### src/rtl/gpio_irq_pkg.sv
package gpio_irq_pkg;

   typedef enum logic [2:0] {
      SEL_NONE,
      SEL_STS,
      SEL_EN,
      SEL_TYP,
      SEL_POL,
      SEL_HOLD,
      SEL_FALL,
      SEL_RISE
   } reg_sel_e;

   // word pair base: +0 low group, +2 high group
   function automatic reg_sel_e decode_sel(input logic [5:0] addr);
      case ({addr[5:2], 2'b00})
         6'h08:   return SEL_STS;
         6'h0C:   return SEL_EN;
         6'h10:   return SEL_TYP;
         6'h14:   return SEL_POL;
         6'h18:   return SEL_HOLD;
         6'h20:   return SEL_FALL;
         6'h24:   return SEL_RISE;
         default: return SEL_NONE;
      endcase
   endfunction

endpackage

### src/rtl/gpio_irq_sync.sv
module gpio_irq_sync #(
   parameter int W      = 32,
   parameter int STAGES = 2
) (
   input  logic         clk,
   input  logic         rst_n,
   input  logic [W-1:0] d_i,
   output logic [W-1:0] q_o
);
   if (STAGES < 2) begin : g_bad_stages
      $error("gpio_irq_sync: STAGES must be at least 2");
   end

   logic [STAGES-1:0][W-1:0] chain_q;

   always_ff @(posedge clk or negedge rst_n) begin
      if (!rst_n) begin
         chain_q <= '0;
      end else begin
         chain_q[0] <= d_i;
         for (int i = 1; i < STAGES; i++) chain_q[i] <= chain_q[i-1];
      end
   end

   assign q_o = chain_q[STAGES-1];
endmodule

### src/rtl/gpio_irq_detect.sv
module gpio_irq_detect #(
   parameter int W = 32
) (
   input  logic         clk,
   input  logic         rst_n,
   input  logic [W-1:0] s_i,
   input  logic [W-1:0] typ_i,
   input  logic [W-1:0] pol_i,
   input  logic [W-1:0] hold_i,
   input  logic [W-1:0] fall_i,
   input  logic [W-1:0] rise_i,
   input  logic [W-1:0] clr_i,
   output logic [W-1:0] sts_o
);
   logic [W-1:0] prev_q;
   logic [W-1:0] sts_q;
   logic [W-1:0] nxt;
   logic [W-1:0] edge_ev;

   for (genvar p = 0; p < W; p++) begin : g_pin
      assign edge_ev[p] = (s_i[p] & ~prev_q[p] & rise_i[p])
                        | (~s_i[p] & prev_q[p] & fall_i[p]);
      assign nxt[p] = !typ_i[p] ? (s_i[p] == pol_i[p])
                    : hold_i[p] ? (edge_ev[p] | (sts_q[p] & ~clr_i[p]))
                    : edge_ev[p];

      p_level_tracks_r2: assert property (@(posedge clk) disable iff (!rst_n)
         (!typ_i[p] && (s_i[p] == pol_i[p])) |=> sts_q[p]);
      p_level_idle_r2: assert property (@(posedge clk) disable iff (!rst_n)
         (!typ_i[p] && (s_i[p] != pol_i[p])) |=> !sts_q[p]);
      p_edge_quiet_r3: assert property (@(posedge clk) disable iff (!rst_n)
         (typ_i[p] && !hold_i[p] && (s_i[p] == prev_q[p])) |=> !sts_q[p]);
      p_hold_keeps_r4: assert property (@(posedge clk) disable iff (!rst_n)
         (typ_i[p] && hold_i[p] && sts_q[p] && !clr_i[p]) |=> sts_q[p]);
      p_event_wins_r6: assert property (@(posedge clk) disable iff (!rst_n)
         (typ_i[p] && clr_i[p] && s_i[p] && !prev_q[p] && rise_i[p]) |=> sts_q[p]);
   end

   always_ff @(posedge clk or negedge rst_n) begin
      if (!rst_n) begin
         prev_q <= '0;
         sts_q  <= '0;
      end else begin
         prev_q <= s_i;
         sts_q  <= nxt;
      end
   end

   assign sts_o = sts_q;
endmodule

### src/rtl/gpio_irq_prio.sv
module gpio_irq_prio #(
   parameter int W     = 32,
   parameter int LOW_W = 16,
   localparam int VEC_W = $clog2(W)
) (
   input  logic [W-1:0]     req_i,
   output logic             valid_o,
   output logic [VEC_W-1:0] idx_o
);
   always_comb begin
      valid_o = 1'b0;
      idx_o   = '0;
      for (int i = W - 1; i >= 0; i--) begin
         if (req_i[i]) begin
            valid_o = 1'b1;
            idx_o   = VEC_W'(i);
         end
      end
   end

   always_comb begin
      if (valid_o && (|req_i[LOW_W-1:0]))
         p_low_first_r8: assert (int'(idx_o) < LOW_W);
   end
endmodule

### src/rtl/gpio_irq_unit.sv
module gpio_irq_unit #(
   parameter int NPINS       = 32,
   parameter int REG_W       = 16,
   parameter int SYNC_STAGES = 2,
   localparam int VEC_W      = $clog2(NPINS)
) (
   input  logic             clk,
   input  logic             rst_n,
   input  logic [NPINS-1:0] pin_in,
   input  logic             bus_we,
   input  logic [5:0]       bus_addr,
   input  logic [REG_W-1:0] bus_wdata,
   output logic [REG_W-1:0] bus_rdata,
   output logic             irq,
   output logic             vec_valid,
   output logic [VEC_W-1:0] vec_pin
);
   import gpio_irq_pkg::*;

   localparam int NGRP = NPINS / REG_W;

   if ((NPINS % REG_W) != 0 || NGRP < 1 || NGRP > 2) begin : g_bad_geometry
      $error("gpio_irq_unit: NPINS must be one or two register words");
   end

   logic [NPINS-1:0] en_q, typ_q, pol_q, hold_q, fall_q, rise_q;
   logic [NPINS-1:0] sync_s, sts, clr;
   logic             irq_q;
   reg_sel_e         sel;
   int               grp;
   logic             grp_ok;

   assign sel    = decode_sel(bus_addr);
   assign grp    = int'(bus_addr[1]);
   assign grp_ok = (grp < NGRP);

   always_ff @(posedge clk or negedge rst_n) begin
      if (!rst_n) begin
         en_q   <= '0;
         typ_q  <= '0;
         pol_q  <= '0;
         hold_q <= '0;
         fall_q <= '0;
         rise_q <= '0;
      end else if (bus_we && grp_ok) begin
         case (sel)
            SEL_EN:   en_q[grp*REG_W +: REG_W]   <= bus_wdata;
            SEL_TYP:  typ_q[grp*REG_W +: REG_W]  <= bus_wdata;
            SEL_POL:  pol_q[grp*REG_W +: REG_W]  <= bus_wdata;
            SEL_HOLD: hold_q[grp*REG_W +: REG_W] <= bus_wdata;
            SEL_FALL: fall_q[grp*REG_W +: REG_W] <= bus_wdata;
            SEL_RISE: rise_q[grp*REG_W +: REG_W] <= bus_wdata;
            default: ;
         endcase
      end
   end

   always_comb begin
      clr = '0;
      if (bus_we && grp_ok && sel == SEL_STS) clr[grp*REG_W +: REG_W] = bus_wdata;
   end

   always_comb begin
      bus_rdata = '0;
      if (grp_ok) begin
         case (sel)
            SEL_STS:  bus_rdata = sts[grp*REG_W +: REG_W];
            SEL_EN:   bus_rdata = en_q[grp*REG_W +: REG_W];
            SEL_TYP:  bus_rdata = typ_q[grp*REG_W +: REG_W];
            SEL_POL:  bus_rdata = pol_q[grp*REG_W +: REG_W];
            SEL_HOLD: bus_rdata = hold_q[grp*REG_W +: REG_W];
            SEL_FALL: bus_rdata = fall_q[grp*REG_W +: REG_W];
            SEL_RISE: bus_rdata = rise_q[grp*REG_W +: REG_W];
            default:  bus_rdata = '0;
         endcase
      end
   end

   gpio_irq_sync #(.W(NPINS), .STAGES(SYNC_STAGES)) u_sync (
      .clk   (clk),
      .rst_n (rst_n),
      .d_i   (pin_in),
      .q_o   (sync_s)
   );

   gpio_irq_detect #(.W(NPINS)) u_detect (
      .clk    (clk),
      .rst_n  (rst_n),
      .s_i    (sync_s),
      .typ_i  (typ_q),
      .pol_i  (pol_q),
      .hold_i (hold_q),
      .fall_i (fall_q),
      .rise_i (rise_q),
      .clr_i  (clr),
      .sts_o  (sts)
   );

   gpio_irq_prio #(.W(NPINS), .LOW_W(REG_W)) u_prio (
      .req_i   (sts & en_q),
      .valid_o (vec_valid),
      .idx_o   (vec_pin)
   );

   always_ff @(posedge clk or negedge rst_n) begin
      if (!rst_n) irq_q <= 1'b0;
      else        irq_q <= |(sts & en_q);
   end

   assign irq = irq_q;

   p_irq_lags_vec_r7: assert property (@(posedge clk) disable iff (!rst_n)
      irq |-> $past(vec_valid));
   p_vec_qualifies_r9: assert property (@(posedge clk) disable iff (!rst_n)
      vec_valid |-> (sts[vec_pin] && en_q[vec_pin]));
endmodule

### config.mk
export PLATFORM = sky130hd
export DESIGN_NAME = gpio_irq_unit
export DESIGN_NICKNAME = d
export VERILOG_FILES = /design/src/rtl/gpio_irq_pkg.sv /design/src/rtl/gpio_irq_sync.sv /design/src/rtl/gpio_irq_detect.sv /design/src/rtl/gpio_irq_prio.sv /design/src/rtl/gpio_irq_unit.sv
export SDC_FILE = /design/constraint.sdc
export NUM_CORES = 1
export LEC_CHECK = 0
export CAP_MARGIN = 15
export CORE_UTILIZATION = 50
export CTS_CLUSTER_DIAMETER = 200
export DETAILED_ROUTE_END_ITERATION = 10
export PLACE_DENSITY = 0.69
export SYNTH_ARGS = -nofsm -noshare
export SYNTH_HDL_FRONTEND = slang
export SYNTH_SLANG_ARGS = --single-unit
### constraint.sdc
create_clock -name clk -period 4 [get_ports clk]
set_clock_uncertainty 0.05 [all_clocks]
set_input_delay 0.8 -clock clk [delete_from_list [all_inputs] [get_ports clk]]
set_output_delay 0.8 -clock clk [all_outputs]
set_load 0.02 [all_outputs]
==> key figures <==
Clocking
  • CTS H-tree lvls: 2
  • CTS clk-pin slew, worst paths: 60 ps
  • Sink Count: roughly 320
  • Maximum clock path buffer count: 3
  • CTS Buf Count: 35
  • Clock Tree Root: clkbuf_16
  • Worst skew pair latency: 510 ps
  • Hold Buf Count CTS: 0
  • CTS tree: built

Worst setup path
  • Crit path max-delay family: buffers and inverters
  • CP endpoint kind: output pin
  • Startpoint Class: primary input
  • CP bufs+invs: 4
  • CP cell instances: clkdlybuf4s50_1, buf_12, nor2b_4, buf_6, mux2_2, a221oi_1, o221ai_1, o311a_1, clkdlybuf4s15_1
  • Arrival time at the worst endpoint: 3130 ps
  • Critical path type: primary input to output pin
  • CP max stage delay: 440 ps
  • Required @ worst endpoint: about 3200 ps
  • Crit Path Max Fanout: 15
  • Slowest-stage cell, CP: clkdlybuf4s50_1

Layout
  • FILL cells: 2339
  • Antenna fix cells: 0
  • Nets: around 1400
  • Area delta synth->final: 20.9%
  • Layout cells sized above 1: 29.2%
  • Final cell count without fillers: 1793

Placement
  • Cells after DPL: around 1700
  • Port bufs: 78
  • RePlAce Congestion: 0.945
  • Final HPWL DP: 27.3 mm

Synth
  • Synth warnings: 0
  • Most common cell in the netlist: dfrtp_1
  • Area leader, netlist: dfrtp_1
  • Syn Inst Count: 1226
  • Seq/Total Area, Yosys: 54.8%
  • Synth top area share: about 55%
  • #FFs+latches synth: 321
  • Ys async rst share: 100%
  • Mapped cell area: 14700 um2
  • Syn nets: roughly 1300
  • Syn_area_per_cell: 12.0 um2
  • Most instantiated cells after synthesis: dfrtp_1 (321), mux2_2 (184), nand2_1 (134)
  • Post-synth EDFFs: 0
  • Main synth FF type: dfrtp_1
  • Post-synth cell types: 72
  • Main area contributors after synthesis: dfrtp_1 (55%), mux2_2 (14%), o21ai_0 (3.8%)

Detailed routing
  • Vias: between 10000 and 15000
  • Final WL: 39.0 mm
  • Via/cell ratio: 5.96
  • Final ANT Viol Nets: 0
  • DRC violations left: 0
  • Initial DRT Pass Iterations: 6
  • Wire per inst: 21.8 um
  • Initial DRC count: around 720

Floorplan
  • Ports: 80
  • Core Rows: 62
  • Die Y: 173 um
  • Die ar.: 30000 um2
  • Core area: 28800 um2
  • Die Wd: 173 um
  • Initial core utilization: 50.9%

Timing
  • Slew at the pin closest to its max-slew limit: 899 ps
  • # setup viols final: 0
  • Max-slew violation count: 0
  • Setup_tns: 0 ps
  • Fin crit period: roughly 4000 ps
  • Hold Violations, Final: 0
  • Max-slew headroom: about 40%
  • Period utilisation layout: 99.4%
  • RSZ-0062 raised after global routing: false
  • Fmax: 252 MHz

Hold path
  • HP Class: flop to flop

Global routing
  • Initial antenna violation count: 0
  • Vias in the first global route: 10800
  • Largest net degree at the start of global routing: 116
  • Total Routing Usage GR: between 20% and 30%
  • Total global routing overflow: 0
  • Global-route wire length before repair: just over 60 mm

Power and ir drop
  • Max rail drop VDD: 0.369 mV
  • Leakage power: 7.82 nW
  • PD cells: 523 nW/um2

Outcome
  • Outcome: finished clean

Job
  • Max-cap viol count: 0
-- flip-flops by register name, summed over array words and instances, names as in the netlist --
register	flops
en_q	32
u_sync.chain_q	32
typ_q	32
rise_q	32
irq	1
pol_q	32
fall_q	32
hold_q	32
u_detect.prev_q	32
u_sync.q_o	32
u_detect.sts_o	32
-- path summary, 6_finish.rpt --
kind,slack [ps],from,to,cells after the start
worst min-delay path,290,u_sync.chain_q[0]$_DFF_PN0_,u_sync.q_o[0]$_DFF_PN0_,0
worst min register to register,290,u_sync.chain_q[0]$_DFF_PN0_,u_sync.q_o[0]$_DFF_PN0_,0
max in group asynchronous,2640,rst_n,hold_q[29]$_DFFE_PN0P_,2
worst max register to register,2030,u_detect.sts_o[1]$_DFF_PN0_,irq$_DFF_PN0_,5
worst max-delay path,20,bus_addr[5],bus_rdata[12],9
min in group asynchronous,360,rst_n,u_sync.q_o[16]$_DFF_PN0_,1
-- stage by stage --
| step | area (um2) | total power [mW] | util (%) | hold slack, ps | setup slack (ps) |
|---|---|---|---|---|---|
| CTS | 17700 | 9.32 | 61.4 | 297 | -41.1 |
| detailed placement | 16500 | 6.06 | 57.2 | 286 | -595 |
| floorplan | 14700 | 5.27 | - | 281 | 732 |
| finish | 17700 | 9.28 | 61.6 | 294 | 24.3 |
| global route | 17700 | 9.69 | 61.6 | 303 | 0.375 |
| global placement | 16500 | 6.00 | 57.2 | 282 | -555 |
-- layer usage --
metal	vias to the layer above	global-route usage (%)	share of wire (%)
met5	-	0	0
met4	0	7.74	2.7
met3	75	3.73	5.6
met2	321	44.1	48
met1	5448	36.5	44
li1	4849	-	-
-- worst register-to-register path: cells and delay by family (launching register included) --
kind | cells | cell delay [ps]
AND/OR/NAND/NOR | 4 | 1040
flip-flops | 1 | 430
AO/OA/AOI/OAI | 1 | 310
-- logic make-up after synthesis --
kind of cell,Yosys count,share of synthesized area [%]
muxes,218,16.6
xor gates and xnor gates,33,1.97
buffers and inverters,80,3.15
and+or+nand+nor,258,9.59
AOI/OAI and AO/OA,316,13.9
DFF,321,54.8
-- power breakdown --
part           internal, mW  switching, mW
Clock                  1.97           1.27
Sequential             3.79          0.538
Combinational         0.859          0.855
-- what timing repair did --
action / CTS / global route
pin swaps: 0 / 2
setup buffers: 0 / 2
gates resized for setup: 34 / 39
setup endpoints to repair: 16 / 16
-- placed cells by master, fill, tap and decap left out, types with 33 or more instances in the layout --
cell type	count
a21oi_1	55
xor2_1	33
mux2_2	184
nand2_1	133
a22oi_1	43
clkdlybuf4s50_1	58
dfrtp_1	321
buf_4	102
clkbuf_16	37
o21ai_0	111
nand3b_1	34
-- layout make-up --
class / instances / area, um2 / share of cell area [%]
tap: 384 / 480 / 2.71
multi-input combinational: 825 / 6280 / 35.4
sequential: 321 / 8030 / 45.3
clock buffer: 49 / 1020 / 5.76
clock inverter: 13 / 143 / 0.805
timing repair buffer: 194 / 1740 / 9.82
inverter: 7 / 30.0 / 0.169
No activity file was read; power rests on OpenSTA's default activity.
